**config.mk**
```make
export PLATFORM = sky130hd
export DESIGN_NAME = wdog_timer
export DESIGN_NICKNAME = d
export VERILOG_FILES = /design/src/rtl/wdog_pkg.sv /design/src/rtl/wdog_regs.sv /design/src/rtl/wdog_prescale.sv /design/src/rtl/wdog_core.sv /design/src/rtl/wdog_timer.sv
export SDC_FILE = /design/constraint.sdc
export NUM_CORES = 1
export LEC_CHECK = 0
export ABC_AREA = 1
export BUFFER_PORTS_ARGS = -buffer_cell sky130_fd_sc_hd__buf_2
export CORE_UTILIZATION = 30
export CTS_BUF_LIST = sky130_fd_sc_hd__clkbuf_8
export DETAILED_ROUTE_END_ITERATION = 8
export PLACE_DENSITY = 0.48
export SLEW_MARGIN = 10
export SYNTH_ARGS = -nofsm -noshare
export SYNTH_HDL_FRONTEND = slang
export SYNTH_SLANG_ARGS = --single-unit
export TNS_END_PERCENT = 10
```
**constraint.sdc**
```tcl
create_clock -name clk -period 1.6 [get_ports clk]
set_input_delay 0.08 -clock clk [delete_from_list [all_inputs] [get_ports clk]]
set_output_delay 0.08 -clock clk [all_outputs]
set_load 0.05 [all_outputs]
```
**src/rtl/wdog_pkg.sv**
```systemverilog
package wdog_pkg;
  localparam logic [7:0] ADDR_CTRL = 8'h71;
  localparam logic [7:0] ADDR_CFG  = 8'h72;
  localparam logic [7:0] ADDR_TLO  = 8'h73;
  localparam logic [7:0] ADDR_THI  = 8'h74;

  // configuration byte, field order fixed by the register layout
  typedef struct packed {
    logic       sec_base;
    logic       route_kb;
    logic       irq_en;
    logic       route_pg;
    logic [3:0] irq_sel;
  } cfg_t;
endpackage

```
**src/rtl/wdog_regs.sv**
```systemverilog
module wdog_regs
  import wdog_pkg::*;
#(
  parameter int CNT_W = 16
) (
  input  logic             clk,
  input  logic             rst_n,
  input  logic [7:0]       bus_addr,
  input  logic             bus_wr,
  input  logic [7:0]       bus_wdata,
  output logic [7:0]       bus_rdata,
  input  logic             zero_flag,
  output cfg_t             cfg_o,
  output logic [3:0]       en_o,
  output logic [CNT_W-1:0] prog_o,
  output logic             load_o,
  output logic             force_o,
  output logic             clr_o
);
  localparam bit HAS_HI = (CNT_W > 8);

  logic [7:0] tlo;
  logic [7:0] hi_rd;
  logic       wr_ctrl, wr_cfg, wr_tlo, wr_thi;

  assign wr_ctrl = bus_wr && (bus_addr == ADDR_CTRL);
  assign wr_cfg  = bus_wr && (bus_addr == ADDR_CFG);
  assign wr_tlo  = bus_wr && (bus_addr == ADDR_TLO);

  generate
    if (HAS_HI) begin : g_hi
      logic [7:0] thi;
      assign wr_thi = bus_wr && (bus_addr == ADDR_THI);
      always_ff @(posedge clk or negedge rst_n) begin
        if (!rst_n)      thi <= '0;
        else if (wr_thi) thi <= bus_wdata;
      end
      assign hi_rd  = thi;
      assign prog_o = {thi, tlo};
    end else begin : g_lo
      assign wr_thi = 1'b0;
      assign hi_rd  = 8'h00;
      assign prog_o = tlo;
    end
  endgenerate

  always_ff @(posedge clk or negedge rst_n) begin
    if (!rst_n) begin
      en_o    <= '0;
      cfg_o   <= '0;
      tlo     <= '0;
      load_o  <= 1'b0;
      force_o <= 1'b0;
      clr_o   <= 1'b0;
    end else begin
      load_o  <= wr_tlo || wr_thi;
      force_o <= wr_ctrl && bus_wdata[1];
      clr_o   <= wr_ctrl && (bus_wdata == 8'h00);
      if (wr_ctrl) en_o  <= bus_wdata[7:4];
      if (wr_cfg)  cfg_o <= cfg_t'(bus_wdata);
      if (wr_tlo)  tlo   <= bus_wdata;
    end
  end

  always_comb begin
    unique case (bus_addr)
      ADDR_CTRL: bus_rdata = {en_o, 3'b000, zero_flag};
      ADDR_CFG:  bus_rdata = cfg_o;
      ADDR_TLO:  bus_rdata = tlo;
      ADDR_THI:  bus_rdata = hi_rd;
      default:   bus_rdata = 8'h00;
    endcase
  end

  // a force strobe only follows a control write
  p_force_src_r10: assert property (@(posedge clk) disable iff (!rst_n)
    force_o |-> $past(wr_ctrl));
endmodule

```
**src/rtl/wdog_prescale.sv**
```systemverilog
module wdog_prescale #(
  parameter int TICK_CYC      = 32768,
  parameter int TICKS_PER_MIN = 60
) (
  input  logic clk,
  input  logic rst_n,
  input  logic restart,
  input  logic sec_mode,
  output logic tick_o
);
  localparam int PW = $clog2(TICK_CYC + 1);
  localparam int MW = $clog2(TICKS_PER_MIN + 1);

  logic [PW-1:0] pc;
  logic [MW-1:0] mc;
  logic          sec_wrap, min_wrap;

  assign sec_wrap = (pc == PW'(TICK_CYC - 1));
  assign min_wrap = sec_wrap && (mc == MW'(TICKS_PER_MIN - 1));
  assign tick_o   = sec_mode ? sec_wrap : min_wrap;

  always_ff @(posedge clk or negedge rst_n) begin
    if (!rst_n) begin
      pc <= '0;
      mc <= '0;
    end else if (restart) begin
      pc <= '0;
      mc <= '0;
    end else begin
      pc <= sec_wrap ? '0 : pc + PW'(1);
      if (sec_wrap) mc <= min_wrap ? '0 : mc + MW'(1);
    end
  end

  // both stages stay inside their periods
  p_pc_bound_r3: assert property (@(posedge clk) disable iff (!rst_n)
    (pc < PW'(TICK_CYC)) && (mc < MW'(TICKS_PER_MIN)));
  // a restart leaves the prescaler at phase zero
  p_restart_r8: assert property (@(posedge clk) disable iff (!rst_n)
    restart |=> (pc == '0) && (mc == '0));
endmodule

```
**src/rtl/wdog_core.sv**
```systemverilog
module wdog_core #(
  parameter int CNT_W      = 16,
  parameter int PULSE_CYC  = 64,
  parameter int RELOAD_CYC = 164
) (
  input  logic             clk,
  input  logic             rst_n,
  input  logic [CNT_W-1:0] prog,
  input  logic             load,
  input  logic             force_exp,
  input  logic             clr,
  input  logic             tick,
  input  logic             ev_hit,
  input  logic             route_kb,
  input  logic             route_pg,
  input  logic             irq_en,
  output logic             restart,
  output logic             zero_flag,
  output logic             kbrst,
  output logic             pwr_good,
  output logic             irq
);
  localparam int DW = $clog2(RELOAD_CYC + 1);
  localparam int LW = $clog2(PULSE_CYC + 1);

  logic [CNT_W-1:0] cnt;
  logic [DW-1:0]    dly;
  logic [LW-1:0]    pls;
  logic             kb_q, pg_q, irq_q;
  logic             reload_now, expire;

  assign reload_now = (dly == DW'(1));
  assign restart    = load || reload_now;
  assign expire     = !load && (force_exp ||
                      (tick && !reload_now && (cnt == CNT_W'(1))));

  always_ff @(posedge clk or negedge rst_n) begin
    if (!rst_n) begin
      cnt <= '0;
      dly <= '0;
    end else if (load) begin
      cnt <= prog;
      dly <= '0;
    end else if (force_exp) begin
      cnt <= '0;
      dly <= '0;
    end else if (reload_now) begin
      cnt <= prog;
      dly <= '0;
    end else begin
      if (tick && (cnt != '0)) cnt <= cnt - CNT_W'(1);
      if (dly != '0)                  dly <= dly - DW'(1);
      else if (ev_hit && (prog != '0)) dly <= DW'(RELOAD_CYC);
    end
  end

  always_ff @(posedge clk or negedge rst_n) begin
    if (!rst_n) begin
      zero_flag <= 1'b0;
      pls       <= '0;
      kb_q      <= 1'b0;
      pg_q      <= 1'b0;
      irq_q     <= 1'b0;
    end else begin
      if (expire)   zero_flag <= 1'b1;
      else if (clr) zero_flag <= 1'b0;
      if (expire) begin
        pls   <= LW'(PULSE_CYC);
        kb_q  <= route_kb;
        pg_q  <= route_pg;
        irq_q <= irq_en;
      end else if (pls != '0) begin
        pls <= pls - LW'(1);
        if (pls == LW'(1)) begin
          kb_q  <= 1'b0;
          pg_q  <= 1'b0;
          irq_q <= 1'b0;
        end
      end
    end
  end

  assign kbrst    = kb_q;
  assign pwr_good = !pg_q;
  assign irq      = irq_q;

  // an expired counter holds zero until loaded or reloaded
  p_zero_hold_r6: assert property (@(posedge clk) disable iff (!rst_n)
    (cnt == '0) && !load && !reload_now |=> (cnt == '0));
  // a zero count leaves nothing running or pending
  p_stop_r7: assert property (@(posedge clk) disable iff (!rst_n)
    (load && (prog == '0)) |=> (cnt == '0) && (dly == '0));
  // the flag persists until an explicit clear
  p_status_sticky_r5: assert property (@(posedge clk) disable iff (!rst_n)
    zero_flag && !clr |=> zero_flag);
  // outputs are idle whenever no pulse is in progress
  p_idle_outs_r4: assert property (@(posedge clk) disable iff (!rst_n)
    (pls == '0) |-> !kb_q && !pg_q && !irq_q);
  // forcing leaves a zero count and a set flag
  p_force_r10: assert property (@(posedge clk) disable iff (!rst_n)
    (force_exp && !load) |=> zero_flag && (cnt == '0));
endmodule

```
**src/rtl/wdog_timer.sv**
```systemverilog
module wdog_timer
  import wdog_pkg::*;
#(
  parameter int TICK_CYC      = 32768,
  parameter int TICKS_PER_MIN = 60,
  parameter int CNT_W         = 16,
  parameter int PULSE_CYC     = 64,
  parameter int RELOAD_CYC    = 164
) (
  input  logic       clk,
  input  logic       rst_n,
  input  logic [7:0] bus_addr,
  input  logic       bus_wr,
  input  logic [7:0] bus_wdata,
  output logic [7:0] bus_rdata,
  input  logic       ev_ir,
  input  logic       ev_mouse,
  input  logic       ev_kbd,
  input  logic       ev_game,
  output logic       kbrst_req,
  output logic       pwr_good,
  output logic       tmo_irq,
  output logic [3:0] irq_line
);
  cfg_t             cfg;
  logic [3:0]       en;
  logic [CNT_W-1:0] prog;
  logic             load, force_exp, clr, tick, restart, zero_flag, ev_hit;

  assign ev_hit   = |(en & {ev_ir, ev_mouse, ev_kbd, ev_game});
  assign irq_line = cfg.irq_sel;

  wdog_regs #(.CNT_W(CNT_W)) u_regs (
    .clk(clk), .rst_n(rst_n), .bus_addr(bus_addr), .bus_wr(bus_wr),
    .bus_wdata(bus_wdata), .bus_rdata(bus_rdata), .zero_flag(zero_flag),
    .cfg_o(cfg), .en_o(en), .prog_o(prog), .load_o(load),
    .force_o(force_exp), .clr_o(clr)
  );

  wdog_prescale #(.TICK_CYC(TICK_CYC), .TICKS_PER_MIN(TICKS_PER_MIN)) u_pre (
    .clk(clk), .rst_n(rst_n), .restart(restart), .sec_mode(cfg.sec_base),
    .tick_o(tick)
  );

  wdog_core #(.CNT_W(CNT_W), .PULSE_CYC(PULSE_CYC), .RELOAD_CYC(RELOAD_CYC)) u_core (
    .clk(clk), .rst_n(rst_n), .prog(prog), .load(load), .force_exp(force_exp),
    .clr(clr), .tick(tick), .ev_hit(ev_hit), .route_kb(cfg.route_kb),
    .route_pg(cfg.route_pg), .irq_en(cfg.irq_en), .restart(restart),
    .zero_flag(zero_flag), .kbrst(kbrst_req), .pwr_good(pwr_good), .irq(tmo_irq)
  );
endmodule

```
; ---- Yosys cells after proc, flatten, opt, wreduce, memory -nomap -nowiden
; Index checks and enable logic that the tools add are counted.
[classes]
mux = 25
n_reduce_logical = 31
addsub = 5
eq_ne = 9
n_bitwise = 1
[ops]
columns = op, count
row1 = 2-to-1 mux 16 bit, 6
row2 = 2-to-1 mux 8 bit, 5
row3 = "== test 8 x 7 -> 1 bit, second input constant", 4
row4 = case mux 8 bit (4 select lines), 1
row5 = nonzero test 16 bit, 2
row6 = 2-to-1 mux 6 bit, 3
row7 = "adder 16 x 1 -> 16 bit, second input constant", 1
row8 = "== test 16 x 1 -> 1 bit, second input constant", 1
row9 = "== test 16 x 15 -> 1 bit, second input constant", 1
row10 = "subtractor 16 x 1 -> 16 bit, second input constant", 1
row11 = 2-to-1 mux 7 bit, 2
row12 = logical AND 1 bit, 12
row13 = "== test 8 x 1 -> 1 bit, second input constant", 1
row14 = logical NOT 8 bit, 1
row15 = 2-to-1 mux 1 bit, 8
row16 = nonzero test 2 bit, 4
row17 = nonzero test 8 bit, 1
row18 = "subtractor 8 x 1 -> 8 bit, second input constant", 1
row19 = "== test 7 x 1 -> 1 bit, second input constant", 1
row20 = nonzero test 7 bit, 1
row21 = "subtractor 7 x 1 -> 7 bit, second input constant", 1
row22 = "adder 6 x 1 -> 6 bit, second input constant", 1
row23 = "== test 6 bit, second input constant", 1
row24 = nonzero test 5 bit, 1
row25 = other kinds (6), 10
[word_totals]
register_bits = 88
word_cells = 91
output_inout_bits = 15

; ---- Logic depth before layout (Yosys ltp)
[depth]
word_depth = 9
mapped_depth = 12

; ---- Hierarchy
; From an unflattened synthesis, not the netlist that was laid out.
[hier_totals]
hier_cells = 748
hier_area_um2 = 5540.3
[by_module_without_submodules]
columns = mod, seq_area_each_um2, area_per_inst_um2, instances, cells_each
row1 = wdog_core, 875.8, 2571.2, 1, 393
row2 = wdog_regs, 775.7, 1657.8, 1, 187
row3 = wdog_prescale, 550.5, 1277.5, 1, 159
row4 = wdog_timer, 0.0, 33.8, 1, 9

; ---- Worst setup path after synthesis
; Ideal clock, no wire load.
[synth_timing]
kind = register to output
from = register u_regs.cfg_o[1] (netlist bit)
to = output bus_rdata[1]
t_required_ps = 1520
n_path_buf = 0
arrival_ps = 1564
slack_ps = -44
path_stages_with_launch = 3
cell_sequence = dfrtp_1 inv_1 o221ai_1
[synth_between]
elab_chain_cells = 1
[synth_rtl]
columns = item, line
row1 = from (decl), wdog_regs.sv:13  ; output cfg_t cfg_o,
row2 = from (signal assigned), wdog_regs.sv:60  ; if (wr_cfg) cfg_o <= cfg_t'(bus_wdata);
row3 = case mux 8 bit (4 select lines), wdog_regs.sv:66  ; unique case (bus_addr)
row4 = to (decl), wdog_timer.sv:15  ; output logic [7:0] bus_rdata,
; Every way passes these cells.

; ---- Worst setup path in the final report
[layout_timing]
from = register u_core.dly[6]
to = register u_core.cnt[10]
[layout_between]
elab_chain_cells = 4
elab_cells_between_ends = 5
[layout_rtl]
columns = item, line
row1 = from (decl), wdog_core.sv:27  ; logic [DW-1:0] dly;
row2 = from (signal assigned), wdog_core.sv:52  ; if (dly != '0) dly <= dly - DW'(1);
row3 = from (signal assigned), wdog_core.sv:53  ; else if (ev_hit && (prog != '0)) dly <= DW'(RELOAD_CYC);
row4 = == test 8 x 1 -> 1 bit (*), wdog_core.sv:32  ; assign reload_now = (dly == DW'(1));
row5 = 2-to-1 mux 16 bit, wdog_core.sv:47  ; end else if (reload_now) begin
row6 = 2-to-1 mux 16 bit, wdog_core.sv:44  ; end else if (force_exp) begin
row7 = 2-to-1 mux 16 bit, wdog_core.sv:41  ; end else if (load) begin
row8 = to (signal assigned), wdog_core.sv:42  ; cnt <= prog;
row9 = to (signal assigned), wdog_core.sv:48  ; cnt <= prog;
row10 = to (signal assigned), wdog_core.sv:51  ; if (tick && (cnt != '0)) cnt <= cnt - CNT_W'(1);
row11 = to (decl), wdog_core.sv:26  ; logic [CNT_W-1:0] cnt;
; Every way passes the cells marked *; elsewhere a longest branch is shown, timed or not.
; A chain may end at the register's enable or synchronous reset.

==> summary.md <==
| Metric | Value |
|---|---|
| Status | completed |
| DRT antenna net count | 0 |
| Worst VDD drop | roughly 0.44 mV |
| Distinct cells, synth | 43 |
| Period utilisation layout | 0.995 |
| Depth of the most critical reg-to-reg path | 9 |
| Setup crit start | u_core.dly[6] |
| Hold Crit Start | bus_addr[1] |
| CP max FO | 7 |
| Clock transition at path regs | about 0.09 ns |
| Wire length per cell | 14.7 um |
| Pwr Total | approximately 0.008 W |
| Largest net degree at the start of global routing | 54 |
| Port Buffer Count | 37 |
| PwrDens | 1150 nW/um2 |
| Multiplexer share of the synthesized area | 0.0111 |
| Rel. slew slack | 0.662 |
| Cell total after placement | between 900 and 1000 |
| Vias in the first global route | 4800 |
| P_int | slightly below 0.005 W |
| Syn Area/Cell | 7.68 um2 |
| 1st-iter DRT viols | between 200 and 250 |
| Post-synthesis adder-cell area fraction | 0.0222 |
| Grt ovf | 0 |
| Die footprint | roughly 17000 um2 |
| Synth Area in Compound Gates | 0.116 |
| Path type of the worst setup path | reg -> reg |
| Post-route DRC | 0 |
| Via count | between 4000 and 5000 |
| First-pass GRT wire length | between 20000 and 25000 um |
| Hold Path Sink | u_regs.force_o |
| Switching pwr | 0.00303 W |
| Largest family of logic cells by synthesized area | simple AND/OR/NAND/NOR gates |
| Core footprint | roughly 17000 um2 |
| Reg-to-reg endpoint | u_core.cnt[10] |
| Clock Latency Late Sink | ~0.38 ns |
| Number of buffers created by CTS | 9 |
| IO Count | 38 |
| Antenna Cells | 0 |
| Sequential area share after synthesis | 0.434 |
| Req. time, crit path | between 1.5 and 2 ns |
| NumNets Final | 831 |
| Sw Ratio | 0.386 |
| Seq pwr share | 0.403 |
| Fin area | between 6000 and 7000 um2 |
| Synthesis-to-layout area growth | 35.0% |
| Most frequent cells in the layout | 163 x nand2_1, 87 x dfrtp_1, 79 x buf_4, 68 x inv_1, 57 x nor2_1 |
| Die W | between 100 and 150 um |
| Reg2reg setup slack | 0.008 ns |
| Hold Vio Cnt, Final | 0 |
| Syn Inst Count | 661 |
| Worst Skew | ~0.009 ns |
| Final Wtd Congestion | approximately 0.85 |
| F_max | 628 MHz |
| Commonest non-fill, non-tap cell in the layout | nand2_1 |
| Reg-to-reg startpoint | u_core.dly[6] |
| Synth Net Count | just under 700 |
| Initial Util | 0.307 |
| Hpwl dp | approximately 11000 um |
| Post-Synth XOR/XNOR Area | 0.0242 |
| Min-delay worst type | in -> reg |
| CTS root buf | clkbuf_8 |
| Drt pass-1 iters | 5 |
| Slew @ Worst Pin | around 0.50 ns |
| Worst setup EP type | register |
| Layout cells sized above 1 | 0.307 |
| Max Cap Viol | 0 |
| Synthesized cell area | roughly 5000 um2 |
| Unrepaired setup endpoints after global routing | yes |
| Setup slack after layout | roughly 0.0079 ns |
| Dpl ws | -0.142 ns |
| Hold Path Stages | 5 |
| Total Routing Usage GR | 0.178 |
| Fin. max-slew vios | 0 |
| Comb pwr share | 0.415 |
| # setup viols final | 0 |
| WL final | approximately 15000 um |
| Fin crit period | around 1.6 ns |
| Placed cell area | 6060 um2 |
| Via/cell ratio | about 4.7 |
| FF+latch count, synth | between 80 and 90 |
| Leak | between 3 and 4 nW |
| Synth Area in Simple Gates | 0.314 |
| Non-Filler Instances | 1024 |
| TritonCTS clock tree | yes |
| Clock share of power | 0.183 |
| Chip Height | approximately 130 um |
| Worst EP arrival | 1.87 ns |
| Core Rows | 47 |
| Clock Sinks | 88 |
| Initial antenna violation count | 0 |
| Synth warnings | 0 |
| Crit path launch type | register |
| Longest Clk Path Bufs | 2 |
| Htree depth | 3 |
[cells in the mapped netlist, drive strengths merged]
| cell | count | share of area |
|---|---|---|
| nand3 | 43 | 0.044 |
| o221ai | 3 | 0.0052 |
| a22o | 2 | 0.0035 |
| buf | 11 | 0.017 |
| o21ai | 57 | 0.056 |
| inv | 84 | 0.062 |
| a221oi | 1 | 0.0017 |
| a31oi | 1 | 0.0012 |
| nor3 | 11 | 0.013 |
| xor2 | 9 | 0.016 |
| or2 | 2 | 0.0030 |
| mux2 | 5 | 0.011 |
| nor3b | 2 | 0.0030 |
| nand2 | 179 | 0.14 |
| o211ai | 1 | 0.0015 |
| nor4 | 2 | 0.0054 |
| nor2 | 95 | 0.091 |
| nand3b | 3 | 0.0044 |
| o21a | 1 | 0.0015 |
| a21oi | 31 | 0.034 |
| xnor2 | 5 | 0.0086 |
| o22ai | 9 | 0.011 |
| nand4 | 7 | 0.012 |
| ha | 9 | 0.022 |
| dfrtp | 88 | 0.43 |
[layout make-up]
| cell class | instances | area (um2) |
|---|---|---|
| clock inverter | 6 | 37.5 |
| tap | 220 | 275 |
| timing repair buffer | 137 | 1120 |
| fill | 1726 | 9670 |
| sequential | 88 | 2200 |
| inverter | 84 | 325 |
| multi-input combinational | 479 | 2750 |
| clock buffer | 10 | 138 |
[worst max path at each step]
stage | to | slack [ns] | depth (start not counted)
5_1_grt | u_core.cnt[12] | -0.09 | 10
4_1_cts | u_core.cnt[8] | -0.03 | 10
3_5_place_dp | u_core.dly[1] | -0.14 | 9
2_1_floorplan | bus_rdata[2] | -0.04 | 2
6_report | u_core.cnt[10] | 0.008 | 9
3_3_place_gp | u_core.dly[1] | -0.11 | 9
[logic make-up (layout without fill, tap and decap cells)]
group                    after synthesis  count (layout)
multiplexers                           5               5
AND/OR/NAND/NOR                      344             344
adder cells (fa/ha/maj)                9               9
XOR/XNOR                              14              14
AO/OA/AOI/OAI                        106             107
buffers and inverters                 95             237
flip-flops                            88              88
[metrics by stage]
| step | hold slack (ns) | util | setup TNS [ns] |
|---|---|---|---|
| 2_1_floorplan | -0.216 | - | -0.0441 |
| 3_3_place_gp | 0.0159 | 0.367 | -0.325 |
| 3_5_place_dp | 0.0309 | 0.367 | -1.65 |
| 4_1_cts | 0.119 | 0.393 | -0.0916 |
| 5_1_grt | 0.148 | 0.415 | -1.89 |
| 6_report | 0.136 | 0.415 | 0 |
[sequential cells by signal (all words and copies together), names as in the netlist, 4 cells and up]
register	flops
u_core.dly	8
u_pre.mc	6
u_regs.cfg_o	8
u_regs.g_hi.thi	8
u_regs.en_o	4
u_core.pls	7
u_core.cnt	16
u_pre.pc	16
u_regs.tlo	8
[power groups by stage]
stage          Combinational (W)  Clock, W  Sequential (W)
5_1_grt                  0.00366   0.00161         0.00322
6_report                 0.00325   0.00143         0.00316
3_3_place_gp             0.00279         0         0.00311
3_5_place_dp             0.00284         0         0.00312
2_1_floorplan            0.00175         0         0.00313
4_1_cts                  0.00297   0.00150         0.00310
[worst max-delay path, cell delays in order (launching register included)]
cell	delay, ns
dfrtp_1	0.42
nor2_4	0.15
nand3_4	0.11
nor2_4	0.18
buf_12	0.16
nor2_4	0.06
buf_6	0.13
buf_6	0.13
nand3_1	0.08
nand2_1	0.06
[routing by layer]
metal	share of wire	GRT usage	vias up	wire length, um
met4	0.024	0.0640	0	359
met5	0	0	-	0
met2	0.51	0.312	78	7690
met1	0.43	0.214	2314	6540
met3	0.032	0.0415	24	479
li1	-	-	2404	-
[what timing repair did]
item / CTS / global route
buffers inserted: 5 / 8
hold buffers: 11 / 0
hold endpoints to repair: 61 / 0
resized for setup: 31 / 73
gates cloned: 1 / 2
endpoints found under the setup margin: 45 / 56
pin swaps: 11 / 23
No activity file was read; power rests on OpenSTA's default activity.
